<file path="config.mk">
export PLATFORM = sky130hd
export DESIGN_NAME = diag_candidate_engine
export DESIGN_NICKNAME = d
export VERILOG_FILES = /design/src/rtl/diag_candidate_pkg.sv /design/src/rtl/diag_candidate_ctrl.sv /design/src/rtl/diag_candidate_datapath.sv /design/src/rtl/diag_candidate_engine.sv
export SDC_FILE = /design/constraint.sdc
export NUM_CORES = 1
export LEC_CHECK = 0
export CELL_PAD_IN_SITES_DETAIL_PLACEMENT = 1
export CELL_PAD_IN_SITES_GLOBAL_PLACEMENT = 2
export CORE_ASPECT_RATIO = 2
export CORE_MARGIN = 2
export CORE_UTILIZATION = 43
export DETAILED_ROUTE_END_ITERATION = 10
export DONT_BUFFER_PORTS = 1
export PLACE_DENSITY = 0.91
export SLEW_MARGIN = 5
export SYNTH_ARGS = -nofsm -noshare
export SYNTH_HDL_FRONTEND = slang
export SYNTH_HIERARCHICAL = 1
export SYNTH_SLANG_ARGS = --single-unit
</file>
<file path="constraint.sdc">
create_clock -name clk -period 16 [get_ports clk]
set_clock_uncertainty 0.05 [all_clocks]
set_input_delay 0.8 -clock clk [delete_from_list [all_inputs] [get_ports clk]]
set_output_delay 0.8 -clock clk [all_outputs]
set_load 0.01 [all_outputs]
</file>
<file path="src/rtl/diag_candidate_pkg.sv">
package diag_candidate_pkg;

  // Strobes from the control unit to the datapath
  typedef struct packed {
    logic initSets;   // load both running sets with all gates
    logic applyTest;  // fold the present test into the running sets
    logic finish;     // capture results from the updated sets
  } ctrlStrobes_t;

endpackage

</file>
<file path="src/rtl/diag_candidate_ctrl.sv">
module diag_candidate_ctrl
  import diag_candidate_pkg::*;
(
  input  logic         clk,
  input  logic         rstN,
  input  logic         start,
  input  logic         testValid,
  input  logic         last,
  output ctrlStrobes_t strobes,
  output logic         done
);

  logic running;

  always_comb begin
    strobes.initSets  = start;
    strobes.applyTest = running && testValid && !start;
    strobes.finish    = strobes.applyTest && last;
  end

  always_ff @(posedge clk) begin
    if (!rstN) begin
      running <= 1'b0;
      done    <= 1'b0;
    end else begin
      done <= strobes.finish;
      if (start)
        running <= 1'b1;
      else if (strobes.finish)
        running <= 1'b0;
    end
  end

endmodule

</file>
<file path="src/rtl/diag_candidate_datapath.sv">
module diag_candidate_datapath
  import diag_candidate_pkg::*;
#(
  parameter int NUM_GATES = 32,
  parameter int NUM_OUTS  = 8,
  localparam int SEL_W    = (NUM_OUTS > 1) ? $clog2(NUM_OUTS) : 1,
  localparam int CNT_W    = $clog2(NUM_GATES + 1)
) (
  input  logic                 clk,
  input  logic                 rstN,
  input  ctrlStrobes_t         strobes,
  input  logic                 cfgWrite,
  input  logic [SEL_W-1:0]     cfgSel,
  input  logic [NUM_GATES-1:0] cfgCone,
  input  logic [NUM_OUTS-1:0]  observed,
  input  logic [NUM_OUTS-1:0]  expected,
  input  logic [NUM_OUTS-1:0]  outEnable,
  output logic [NUM_GATES-1:0] candidates,
  output logic [CNT_W-1:0]     candidateCount,
  output logic                 faultFree
);

  logic [NUM_GATES-1:0] coneMem [NUM_OUTS];
  logic [NUM_GATES-1:0][NUM_OUTS-1:0] coneCol;  // per gate: which outputs see it

  logic [NUM_GATES-1:0] suspSet, corrSet;
  logic                 anyMis;

  logic [NUM_OUTS-1:0]  misVec, matchVec;
  logic [NUM_GATES-1:0] testSusp, testCorr;
  logic [NUM_GATES-1:0] suspNext, corrNext, candNext;
  logic                 hit, anyMisNext;

  // Transpose cone storage so each gate reduces over outputs
  for (genvar g = 0; g < NUM_GATES; g++) begin : g_gate
    for (genvar o = 0; o < NUM_OUTS; o++) begin : g_out
      assign coneCol[g][o] = coneMem[o][g];
    end
    // A gate survives when every selected output has it in its cone
    assign testSusp[g] = &(~misVec   | coneCol[g]);
    assign testCorr[g] = &(~matchVec | coneCol[g]);
  end

  function automatic logic [CNT_W-1:0] popCount(input logic [NUM_GATES-1:0] v);
    logic [CNT_W-1:0] c;
    c = '0;
    for (int i = 0; i < NUM_GATES; i++)
      c = c + CNT_W'(v[i]);
    return c;
  endfunction

  always_comb begin
    misVec     = (observed ^ expected) & outEnable;
    matchVec   = ~(observed ^ expected) & outEnable;
    hit        = |misVec;
    suspNext   = hit ? (suspSet & testSusp) : suspSet;
    corrNext   = hit ? (corrSet & testCorr) : corrSet;
    anyMisNext = anyMis | hit;
    candNext   = suspNext & ~corrNext;
  end

  always_ff @(posedge clk) begin
    if (!rstN) begin
      for (int o = 0; o < NUM_OUTS; o++)
        coneMem[o] <= '0;
    end else if (cfgWrite && (int'(cfgSel) < NUM_OUTS)) begin
      coneMem[cfgSel] <= cfgCone;
    end
  end

  always_ff @(posedge clk) begin
    if (!rstN) begin
      suspSet        <= '1;
      corrSet        <= '1;
      anyMis         <= 1'b0;
      candidates     <= '0;
      candidateCount <= '0;
      faultFree      <= 1'b0;
    end else begin
      if (strobes.initSets) begin
        suspSet <= '1;
        corrSet <= '1;
        anyMis  <= 1'b0;
      end else if (strobes.applyTest) begin
        suspSet <= suspNext;
        corrSet <= corrNext;
        anyMis  <= anyMisNext;
      end
      if (strobes.finish) begin
        candidates     <= candNext;
        candidateCount <= popCount(candNext);
        faultFree      <= !anyMisNext;
      end
    end
  end

endmodule

</file>
<file path="src/rtl/diag_candidate_engine.sv">
module diag_candidate_engine
  import diag_candidate_pkg::*;
#(
  parameter int NUM_GATES = 32,
  parameter int NUM_OUTS  = 8,
  localparam int SEL_W    = (NUM_OUTS > 1) ? $clog2(NUM_OUTS) : 1,
  localparam int CNT_W    = $clog2(NUM_GATES + 1)
) (
  input  logic                 clk,
  input  logic                 rstN,
  input  logic                 cfgWrite,
  input  logic [SEL_W-1:0]     cfgSel,
  input  logic [NUM_GATES-1:0] cfgCone,
  input  logic                 start,
  input  logic                 testValid,
  input  logic [NUM_OUTS-1:0]  observed,
  input  logic [NUM_OUTS-1:0]  expected,
  input  logic [NUM_OUTS-1:0]  outEnable,
  input  logic                 last,
  output logic [NUM_GATES-1:0] candidates,
  output logic [CNT_W-1:0]     candidateCount,
  output logic                 faultFree,
  output logic                 done
);

  ctrlStrobes_t strobes;

  diag_candidate_ctrl u_ctrl (
    .clk       (clk),
    .rstN      (rstN),
    .start     (start),
    .testValid (testValid),
    .last      (last),
    .strobes   (strobes),
    .done      (done)
  );

  diag_candidate_datapath #(
    .NUM_GATES (NUM_GATES),
    .NUM_OUTS  (NUM_OUTS)
  ) u_datapath (
    .clk            (clk),
    .rstN           (rstN),
    .strobes        (strobes),
    .cfgWrite       (cfgWrite),
    .cfgSel         (cfgSel),
    .cfgCone        (cfgCone),
    .observed       (observed),
    .expected       (expected),
    .outEnable      (outEnable),
    .candidates     (candidates),
    .candidateCount (candidateCount),
    .faultFree      (faultFree)
  );

endmodule

</file>
### After elaboration in Yosys (flattened, before gate mapping)

Memories as Yosys holds them, arrays and structs flattened.
Index checks and enable logic that the tools add are counted.

* $add $sub $neg: 31
* reductions and logical operators: 73
* bitwise logic cells: 76
* multiplexer cells: 11

Operator list (number)
* $or A8 B8 Y8: 64
* $reduce_and A8 Y1: 64
* $add A6 B1 Y6: 30
* $and A32 B32 Y32: 3
* $mux W32: 3
* $not A32 Y32: 1
* $reduce_or A32 Y1: 1
* $not A8 Y8: 3
* $and A8 B8 Y8: 2
* $reduce_or A8 Y1: 1
* $xor A8 B8 Y8: 1
* $mux W1: 7
* $logic_and A1 B1 Y1: 3
* $mux W3: 1
* $add A1 B1 Y2: 1
* $logic_not A1 Y1: 2
* $reduce_bool A2 Y1: 1
* $reduce_or A2 Y1: 1
* $not A1 Y1: 1
* $or A1 B1 Y1: 1

* word-level logic and storage cells: 200
* bits in registers: 106
* RAM bits: 256
* memories: 1

Memories
* u_datapath.coneMem: depth 8, width 32, rd ports 8, clocked after Yosys merged registers in 0, wr ports 8, line diag_candidate_datapath.sv:23 `logic [NUM_GATES-1:0] coneMem [NUM_OUTS];`

### Logic depth before layout (Yosys ltp)

* depth in word-level cells: 41
* mapped depth: 27

### Hierarchy

Netlist, hierarchy kept.

Modules (own cells, without submodules)
* diag_candidate_datapath: times used 1, area an instance 18227.5 µm², cells an instance 1651
* diag_candidate_ctrl: times used 1, area an instance 88.8 µm², cells an instance 8

### Least setup slack after synthesis

Ideal clock, no wire load.

* path kind: input to register
* start: input port expected[6]
* end: register u_datapath.candidateCount[4]
* library setup time: 0.116 ns
* data required time: 15.834 ns
* buffers on the path: 2
* arrival time: 6.353 ns
* path slack: 9.481 ns
* stages: 25
* cells stage by stage: xor2_1 > or2_0 > buf_2 > buf_4 > o221ai_1 > or4_4 > a21boi_2 > nor2_1 > fa_1 > inv_1 > fa_1 > fa_1 > fa_1 > fa_1 > inv_1 > fa_1 > ha_1 > inv_1 > fa_1 > inv_1 > a21o_1 > a21oi_1 > xnor2_1 > mux2i_1 > nor2b_1

* elaborated cells on any way between the ends: 172
* classes of those cells: 31 x add/sub; 2 x mux; 74 x bitwise; 65 x reduce/logical

RTL lines
* from (decl): line diag_candidate_engine.sv:17 `input logic [NUM_OUTS-1:0] expected,`
* $xor A8 B8 Y8 *: line diag_candidate_datapath.sv:53, diag_candidate_datapath.sv:54
* $not A8 Y8: line diag_candidate_datapath.sv:54 `matchVec = ~(observed ^ expected) & outEnable;`
* $and A8 B8 Y8: line diag_candidate_datapath.sv:54
* $not A8 Y8: line diag_candidate_datapath.sv:41 `assign testCorr[g] = &(~matchVec | coneCol[g]);`
* $or A8 B8 Y8: line diag_candidate_datapath.sv:41
* $reduce_and A8 Y1: line diag_candidate_datapath.sv:41
* $and A32 B32 Y32: line diag_candidate_datapath.sv:57 `corrNext = hit ? (corrSet & testCorr) : corrSet;`
* $mux W32: line diag_candidate_datapath.sv:57
* $not A32 Y32: line diag_candidate_datapath.sv:59 `candNext = suspNext & ~corrNext;`
* $and A32 B32 Y32 *: line diag_candidate_datapath.sv:59
* via u_datapath.candNext[7]: line diag_candidate_datapath.sv:31 `logic [NUM_GATES-1:0] suspNext, corrNext, candNext;`
* $add A6 B1 Y6 * (25 in a row): line diag_candidate_datapath.sv:48 `c = c + CNT_W'(v[i]);`
* to (signal assigned): line diag_candidate_datapath.sv:91 `candidateCount <= popCount(candNext);`
* to (decl): line diag_candidate_datapath.sv:19 `output logic [CNT_W-1:0] candidateCount,`

The timed path passes the listed nets; every way through them passes the cells marked *.
A chain may end at the register's enable or synchronous reset.

### Worst setup path in the final report

* start: input port expected[7]
* end: register u_datapath.candidateCount[4]

Same word-level chain as after synthesis.

==> results.toml <==
[route]
wire_per_inst_um = 29.6
drc = 0
dr_total_vias = 14106
first_pass_iters = 6
drtIter0Drc = 1597
drt_wl_total_um = 64200
antenna_left = 0
vias_per_cell = 6.49

[cts]
cts_setup_buffers = 0
cts_root_buf = "clkbuf_16"
clock_latency_ns = 0.53
cts_hold_buf = 0
clockBufferDepth = 3
cts_resized = 0
cts_tree = "done"
clk_pin_slew_worst_paths_ns = 0.06
cts.sinks = 362
htree_levels = 2
numCtsBuffers = 36

[final_layout]
layoutNonFillerInstCount = 2174
final_area_sq_um = 20100
antenna_cells = 0
area_growth_pct = 9.53
drive_gt1_share_pct = 7.98
num-nets-final = 1699

[yosys]
ys_async_sr_fraction_pct = 0
yosys-top-cells-area = "edfxtp_1, dfxtp_1, and2_1"
yosysWarnings = 6
ys_types = 58
postSynthCellCount = 1659
synth_ff_type = "edfxtp_1"
synth.cell_area_sq_um = 18300
synth_most_common_cell = "and2_1"
yosys.area.top_type = "edfxtp_1"
avgSynthCellArea_sq_um = 11.0
synth_edf_count = 256
yosysSeqAreaShare_pct = 53.6
ys_seq_elements = 362
yosysTopAreaCellShare_pct = 42.0
synth_common_cells = "and2_1, edfxtp_1, dfxtp_1"
synthesis.nets = 1755

[timing]
hold_viol = 0
drv_slew = 0
fmax_ghz = 0.146
worst_pin_slew_ns = 1.18
finalSetupViolCount = 0
slew_headroom_pct = 20.9
setup_tns_ns = 0
fin_crit_sh_pct = 42.7
rsz0062_at_grt = "false"
post-route-min-period_ns = 6.83
worst_slack_ns = 9.17

[status]
status = "finished, final reports clean"

[worst_hold_path]
hold-path-endpoint = "u_ctrl/running"
hp-class = "in2reg"
min_from = "rstN"
worstHoldPathCells = 1

[placed_design]
placed_area_sq_um = 19000
pre_cts_ws_ns = 8.72
portBuffers = 0
dp_hpwl_um = 38300
post-place-cells = 2110
place.gp.congestion = 0.837

[setup_path]
start_kind = "input pin"
worstReg2RegEnd = "u_datapath/candidateCount[4]"
critPathMaxFanout = 33
reg2reg_slack_ns = 9.86
cp.required_ns = 16.42
crit_arrival_ns = 7.25
ff2ff_path_depth = 23
path_class = "in2reg"
crit_path_end_kind = "flop"
r2r_start = "u_datapath/coneMem[7][9]"

[floorplanning]
dieArea_sq_um = 44400
dieHeight_um = 296
die_w_um = 150
row_count = 107
io_pins = 105
core_region_area_sq_um = 42300
start_util_pct = 43.3

[power_and_ir_drop]
p_total_mw = 2.66
power.leakage_nw = 6.94
power_density_nw_per_um2 = 132
peakVddDrop_v = 0.000127

[global_routing]
grt_start_max_net_pins = 65
grt_pass1_vias = 14586
grt_usage_pct = 28.8
grt_pass1_wl_um = 93800
grt-ovfl-total = 0
grt_antenna_before_repair = 0

[job]
max_cap_violations = 0
[cells in the final DEF, fill, tap and decap left out, drive strengths merged, types with 14 or more instances in the layout]
master	n
a211o	18
a21boi	14
a21o	14
a32o	18
a32oi	14
and2	258
buf	39
clkbuf	51
dfxtp	106
edfxtp	256
fa	24
inv	51
nand2	76
nand2b	95
nand3	14
nand3b	34
nand4	21
nor2	36
nor2b	80
nor3	53
nor4	22
o21ai	45
o221ai	30
o22ai	40
o2bb2a	18
o31ai	14
o32ai	63
[how the worst max path moves through the flow]
stage	start	end	slack, ns	cells past startpoint
final	expected[7]	u_datapath/candidateCount[4]	9.17	23
after global routing	expected[7]	u_datapath/candidateCount[4]	8.93	23
after CTS	expected[7]	u_datapath/candidateCount[4]	9.26	24
after detailed placement	expected[7]	u_datapath/candidateCount[4]	8.72	23
after global placement	expected[7]	u_datapath/candidateCount[4]	8.80	23
after floorplan	expected[6]	u_datapath/candidateCount[4]	9.48	25
[layout make-up]
| type | instances | area (sq um) |
|---|---|---|
| fillers | 4541 | 22200 |
| flip-flops and latches | 362 | 9810 |
| multi-input cells | 1112 | 8000 |
| clock buffers | 51 | 992 |
| well taps | 545 | 682 |
| repair buffers | 39 | 293 |
| inverters | 52 | 195 |
| clock inverters | 13 | 86.3 |
[cell families (layout without fill, tap and decap cells)]
kind of cell	count (synthesis)	in the layout	share of synthesized area [%]
flops	362	362	53.6
simple gates	711	711	22.9
xor+xnor	15	15	0.758
mux	5	5	0.273
buf+inv	185	155	4.19
fa+ha+maj	31	31	3.10
compound gates	350	350	15.3
[power by group]
part	total, mW	switching (mW)	leakage, nW	internal [mW]
registers	1.07	0.0235	3.31	1.05
logic	0.771	0.461	3.10	0.310
clock network	0.813	0.364	0.529	0.449
total	2.66	0.848	6.94	1.81
[registers in the layout (all words and copies together), names as in the netlist]
register	count
u_datapath/corrSet	32
u_datapath/anyMis	1
u_datapath/faultFree	1
u_datapath/suspSet	32
u_datapath/candidateCount	6
u_datapath/candidates	32
u_datapath/coneMem	256
u_ctrl/running	1
u_ctrl/done	1
[metrics by stage]
step	util [%]	hold slack, ns
global route	47.4	0.326
finish	47.4	0.335
detailed placement	44.9	0.386
floorplan	-	0.369
global placement	44.9	0.376
CTS	47.4	0.323
[routing by layer]
metal	vias to the layer above	track usage [%]	part of all wire (%)
li1	6009	-	-
met4	0	9.43	3.2
met3	147	6.74	10
met5	-	0	0
met1	7165	36.5	38
met2	785	48.3	49
[worst max-delay path, stage by stage]
cell	delay, ns
xor2_2	0.15
buf_4	0.32
a22oi_1	0.31
nand4_1	0.72
a21boi_2	0.40
nor2_1	0.09
fa_1	0.54
inv_1	0.05
fa_1	0.59
fa_1	0.45
fa_1	0.46
fa_1	0.50
inv_1	0.05
fa_1	0.47
ha_1	0.16
inv_1	0.06
fa_1	0.46
inv_1	0.08
a21o_1	0.12
a21oi_1	0.07
xnor2_1	0.15
mux2i_1	0.09
nor2b_1	0.13
Power figures use the tool's default switching activity.
